[src/rtl/pm_pkg.sv]
package pm_pkg;
  parameter int IDX_W  = 4;
  parameter int PHYS_W = 12;
  parameter int DATA_W = 8;
  localparam int NUM_PAGES = 1 << IDX_W;
  localparam int EXT_W     = PHYS_W - DATA_W;
  typedef logic [PHYS_W-1:0] ppage_t;
  typedef logic [IDX_W-1:0]  pidx_t;
endpackage

[src/rtl/pm_regfile.sv]
module pm_regfile
  import pm_pkg::*;
(
  input  logic   clk,
  input  logic   rst_n,
  input  logic   wr_en,
  input  pidx_t  wr_idx,
  input  ppage_t wr_data,
  input  pidx_t  rd_idx_a,
  input  pidx_t  rd_idx_b,
  output ppage_t rd_a,
  output ppage_t rd_b
);
  logic [NUM_PAGES-1:0][PHYS_W-1:0] ent_flat;

  for (genvar g = 0; g < NUM_PAGES; g++) begin : g_ent
    ppage_t ent_q, ent_d;
    logic   ent_ce;

    always_comb begin
      ent_ce = wr_en && (wr_idx == IDX_W'(g));
      ent_d  = ent_q;
      if (ent_ce) ent_d = wr_data;
    end

    always_ff @(posedge clk or negedge rst_n) begin
      if (!rst_n)      ent_q <= PHYS_W'(g);
      else if (ent_ce) ent_q <= ent_d;
    end

    assign ent_flat[g] = ent_q;
  end

  assign rd_a = ent_flat[rd_idx_a];
  assign rd_b = ent_flat[rd_idx_b];

  AST_WRITE_LANDS: assert property (@(posedge clk) disable iff (!rst_n)
    wr_en |=> ent_flat[$past(wr_idx)] == $past(wr_data));
  AST_NO_STRAY_WRITE: assert property (@(posedge clk) disable iff (!rst_n)
    !wr_en |=> $stable(ent_flat));
endmodule

[src/rtl/pm_translate.sv]
module pm_translate
  import pm_pkg::*;
(
  input  logic   map_en,
  input  pidx_t  log_page,
  input  ppage_t entry,
  output ppage_t phys_page
);
  always_comb begin
    if (map_en) phys_page = entry;
    else        phys_page = {{(PHYS_W-IDX_W){1'b0}}, log_page};
  end

  always_comb begin
    if (!map_en) AST_BYPASS_HIGH_ZERO: assert (phys_page[PHYS_W-1:IDX_W] == '0);
  end
endmodule

[src/rtl/pm_sideband.sv]
module pm_sideband
  import pm_pkg::*;
(
  input  logic             clk,
  input  logic             rst_n,
  input  logic             reg_cs,
  input  logic             reg_we,
  input  logic             side_rd_en,
  input  logic [EXT_W-1:0] side_in,
  input  logic [EXT_W-1:0] entry_hi,
  output logic [EXT_W-1:0] side_out,
  output logic             side_oe
);
  logic [EXT_W-1:0] latch_q, latch_d, lines;
  logic             latch_ce, rd_access, latch_drive;

  always_comb begin
    rd_access   = reg_cs && !reg_we;
    latch_drive = side_rd_en && !reg_cs;
    lines       = rd_access ? entry_hi : side_in;
    latch_ce    = reg_cs;
    latch_d     = latch_ce ? lines : latch_q;
  end

  always_ff @(posedge clk or negedge rst_n) begin
    if (!rst_n)        latch_q <= '0;
    else if (latch_ce) latch_q <= latch_d;
  end

  always_comb begin
    side_oe  = rd_access || latch_drive;
    side_out = '0;
    if (rd_access)        side_out = entry_hi;
    else if (latch_drive) side_out = latch_q;
  end

  AST_WRITE_FLOAT: assert property (@(posedge clk) disable iff (!rst_n)
    (reg_cs && reg_we) |-> !side_oe);
  AST_LATCH_HOLD: assert property (@(posedge clk) disable iff (!rst_n)
    !reg_cs |=> $stable(latch_q));
  AST_READ_SOURCE: assert property (@(posedge clk) disable iff (!rst_n)
    rd_access |-> (side_oe && side_out == entry_hi));
endmodule

[src/rtl/page_mapper.sv]
module page_mapper
  import pm_pkg::*;
(
  input  logic        clk,
  input  logic        rst_n,
  input  logic        map_en,
  input  logic [3:0]  log_page,
  output logic [11:0] phys_page,
  input  logic        reg_cs,
  input  logic        reg_we,
  input  logic [3:0]  reg_sel,
  input  logic [7:0]  cpu_wdata,
  output logic [7:0]  cpu_rdata,
  input  logic [3:0]  side_in,
  input  logic        side_rd_en,
  output logic [3:0]  side_out,
  output logic        side_oe
);
  logic [1:0] rst_pipe;
  logic       rst_n_int;
  logic       wr_en;
  ppage_t     wr_data, ent_a, ent_b;

  always_ff @(posedge clk or negedge rst_n) begin
    if (!rst_n) rst_pipe <= '0;
    else        rst_pipe <= {rst_pipe[0], 1'b1};
  end
  assign rst_n_int = rst_pipe[1];

  assign wr_en   = reg_cs && reg_we;
  assign wr_data = {side_in, cpu_wdata};

  pm_regfile i_regfile (
    .clk      (clk),
    .rst_n    (rst_n_int),
    .wr_en    (wr_en),
    .wr_idx   (reg_sel),
    .wr_data  (wr_data),
    .rd_idx_a (log_page),
    .rd_idx_b (reg_sel),
    .rd_a     (ent_a),
    .rd_b     (ent_b)
  );

  pm_translate i_translate (
    .map_en    (map_en),
    .log_page  (log_page),
    .entry     (ent_a),
    .phys_page (phys_page)
  );

  pm_sideband i_sideband (
    .clk        (clk),
    .rst_n      (rst_n_int),
    .reg_cs     (reg_cs),
    .reg_we     (reg_we),
    .side_rd_en (side_rd_en),
    .side_in    (side_in),
    .entry_hi   (ent_b[PHYS_W-1:DATA_W]),
    .side_out   (side_out),
    .side_oe    (side_oe)
  );

  assign cpu_rdata = (reg_cs && !reg_we) ? ent_b[DATA_W-1:0] : '0;

  AST_MAP_FOLLOWS_WRITE: assert property (@(posedge clk) disable iff (!rst_n_int)
    (map_en && $past(wr_en) && log_page == $past(reg_sel)) |-> phys_page == $past(wr_data));
  AST_IDLE_RDATA_ZERO: assert property (@(posedge clk) disable iff (!rst_n_int)
    !(reg_cs && !reg_we) |-> cpu_rdata == 8'h00);
endmodule

[config.mk]
export PLATFORM = sky130hd
export DESIGN_NAME = page_mapper
export DESIGN_NICKNAME = d
export VERILOG_FILES = /design/src/rtl/pm_pkg.sv /design/src/rtl/pm_regfile.sv /design/src/rtl/pm_translate.sv /design/src/rtl/pm_sideband.sv /design/src/rtl/page_mapper.sv
export SDC_FILE = /design/constraint.sdc
export NUM_CORES = 1
export LEC_CHECK = 0
export ABC_AREA = 1
export BUFFER_PORTS_ARGS = -buffer_cell sky130_fd_sc_hd__buf_2
export CAP_MARGIN = 20
export CORE_MARGIN = 1.5
export CORE_UTILIZATION = 36
export CTS_CLUSTER_SIZE = 20
export DETAILED_ROUTE_END_ITERATION = 12
export PLACE_DENSITY_LB_ADDON = 0.05
export SLEW_MARGIN = 30
export SYNTH_ARGS = -nofsm -noshare
export SYNTH_HDL_FRONTEND = slang
export SYNTH_SLANG_ARGS = --single-unit
[constraint.sdc]
create_clock -name clk -period 5.68 [get_ports clk]
set_input_delay 0.284 -clock clk [delete_from_list [all_inputs] [get_ports clk]]
set_output_delay 0.284 -clock clk [all_outputs]
set_load 0.02 [all_outputs]
==> out/metrics.csv <==
stage;metric;value;unit
route;num_vias;10200;
timing;slew_viol_final;0;
global_route;first_global_vias;9420;
placement;hpwl;23600;um
route;ant_nets;0;
placement;gp_congestion;0.782;
global_route;grt_pass1_wl;60500;um
critical_path;cp-start-kind;input port;
yosys;yosysWarnings;0;
global_route;gr-total-overflow;0;
timing;setup_viol;0;
flow_run;max_cap_violations;0;
cts;htree_levels;4;
power;p_leak;5.56;nW
route;wl_per_cell;20.4;um
cells_and_area;utilization;40.2;%
critical_path;slowest_delay;760;ps
cells_and_area;final_nets;1545;
placement;place_ws;2580;ps
route;drc;0;
floorplan;io_pins;51;
floorplan;core-area;29600;um^2
cells_and_area;layout-drive-gt1-share;10.4;%
floorplan;rows;63;
yosys;syn_area_per_cell;7.05;um^2
timing;period_minus_slack;3160;ps
route;via_per_inst;5.30;
cts;cts_num_sinks;198;
yosys;ys_seq_elements;198;
cells_and_area;num-fill-cells;3183;
critical_path;crit_arrival;2870;ps
timing;fin_setup_tns;0;ps
critical_path;endpoint_kind;output port;
yosys;ys_top_cells_by_count;nand2_1 (591), dfrtp_1 (166), o21ai_0 (158), nand3_1 (126), o21ai_1 (121);
power;p_per_area;331;nW/um^2
global_route;antenna_found_initial;0;
power;ir_worst_vdd;240;uV
floorplan;start_util;36.6;%
yosys;yosysSeqAreaShare;46.0;%
critical_path;critPathBufInv;4;
critical_path;crit_slowest_cell;clkinv_2;
cts;clock_latency;460;ps
cts;ctsLongestPathBuffers;2;
cells_and_area;area_growth;9.66;%
global_route;grt_start_max_net_pins;151;
yosys;yosys.area.top_type;dfrtp_1;
yosys;async_reset_ff_share;100;%
timing;hold_viol_final;0;
global_route;grt_usage;26.2;%
critical_path;critical_path_depth;8;
yosys;synth_edf_count;0;
placement;portBuffers;50;
cts;cts_tree;yes;
cts;cts-root-buf;clkbuf_16;
run_status;status;finished clean;
yosys;synth_top_area_share;38.2;%
critical_path;path_class;input port to output port;
cts;clk_pin_slew;70;ps
cts;cts_resized;0;
yosys;syn_inst;1541;
timing;rsz0062_at_grt;no;
route;drt_iter0_markers;1002;
timing;fin_crit_sh;55.6;%
timing;fmax;0.317;GHz
cells_and_area;n_antenna_cell;0;
floorplan;dieWidth;177;um
yosys;yosysMostFrequentCell;nand2_1;
critical_path;cp_data_required_time;5400;ps
floorplan;die-area;31200;um^2
yosys;synthFlopType;dfrtp_1;
cts;cts_buffers;17;
min_path;hp-class;input port to async pin;
route;wl;39200;um
timing;whs;139;ps
timing;fin_ws;2520;ps
yosys;synth_area_leaders;dfrtp_1 (38%), nand2_1 (20%), dfstp_2 (7.7%);
timing;worst_pin_slew;924;ps
yosys;syn_nets;1567;
critical_path;cp_top_family;buffers and inverters;
route;firstDrtPassIters;5;
yosys;synth.distinct_cells;24;
critical_path;rr_worst_depth;1;
floorplan;die_h;177;um
timing;skew;9.27;ps
timing;slew_headroom;38.3;%
yosys;netlist_area;10900;um^2
critical_path;cp_cell_sequence;buf_4, clkinv_2, buf_4, o21ai_0, nand3_1, nand3_1, a21oi_1, buf_2;
critical_path;crit_fanout;59;
==> what timing repair did <==
action | CTS | global route
buffers inserted | 0 | 0
endpoints found under the hold margin | 2 | 0
hold buffers | 1 | 0
==> layer usage <==
metal  wire, um  share of wire (%)  GRT usage (%)
met5          0                  0              0
met4        680                1.7           6.96
met3       2090                5.3           3.74
met2      17800                 45           40.4
met1      18600                 48           38.2
==> state kept, by name, indices dropped and copies added, names as in the netlist <==
register               flops
i_regfile.g_ent.ent_q    192
i_sideband.latch_q         4
rst_pipe                   2
==> final cells by class <==
cell class                      instances  area, um^2  share of cell area (%)
Multi-Input combinational cell       1166        5140                    43.2
Sequential cell                       198        5000                    42.0
Tap cell                              390         488                    4.10
Clock buffer                           18         439                    3.69
Timing Repair Buffer                   71         428                    3.59
Inverter                               65         249                    2.09
Clock inverter                         14         164                    1.38
==> stage by stage <==
| step | cells | area, um^2 | power (mW) |
|---|---|---|---|
| after CTS | 1922 | 11900 | 3.98 |
| after global routing | 1922 | 11900 | 4.19 |
| after detailed placement | 1889 | 11300 | 2.68 |
| after floorplan | 1541 | 10900 | 2.44 |
| final | 1922 | 11900 | 3.95 |
| after global placement | 1889 | 11300 | 2.67 |
==> final timing paths <==
kind	start	end	slack (ps)
worst max-delay path	log_page[0]	phys_page[5]	2520
worst min-delay path	rst_n	rst_pipe[1]$_DFF_PN0_	140
worst max register to register	rst_pipe[1]$_DFF_PN0_	i_regfile.g_ent[12].ent_q[0]$_DFFE_PN0P_	4080
worst min register to register	rst_pipe[1]$_DFF_PN0_	i_regfile.g_ent[1].ent_q[11]$_DFFE_PN0P_	350
max in group asynchronous	rst_pipe[1]$_DFF_PN0_	i_regfile.g_ent[12].ent_q[0]$_DFFE_PN0P_	4080
min in group clk	reg_we	i_sideband.latch_q[3]$_DFFE_PN0P_	230
==> where the power goes <==
part           total (mW)  switching [mW]  internal [mW]
clock network        1.28           0.609          0.675
registers            1.91           0.215           1.70
logic               0.749           0.477          0.272
==> placed cells by master, fill, tap and decap left out, types with 2 or more instances in the layout <==
master / count
nor2_4: 2
a21oi_1: 19
buf_2: 48
nor2_2: 7
o211ai_1: 28
o21ai_0: 158
buf_4: 21
o21ai_1: 121
clkinv_2: 3
nand2_2: 8
inv_8: 2
inv_6: 5
nand3_1: 126
clkbuf_16: 17
nor2_1: 83
inv_1: 56
nand4_1: 27
nand2_1: 585
dfrtp_1: 165
clkinv_4: 2
dfstp_2: 32
bufinv_16: 2
clkinv_1: 2
inv_2: 4
clkinvlp_4: 2
==> cell families (layout without fill, tap and decap cells) <==
| family | after synthesis | count (layout) | synth area share [%] |
|---|---|---|---|
| compound gates | 326 | 326 | 15.7 |
| buf+inv | 177 | 168 | 6.85 |
| flops | 198 | 198 | 46.0 |
| other cells | 1 | 1 | 0.0345 |
| simple gates | 839 | 839 | 31.5 |
(Power assumes the default switching activity.)
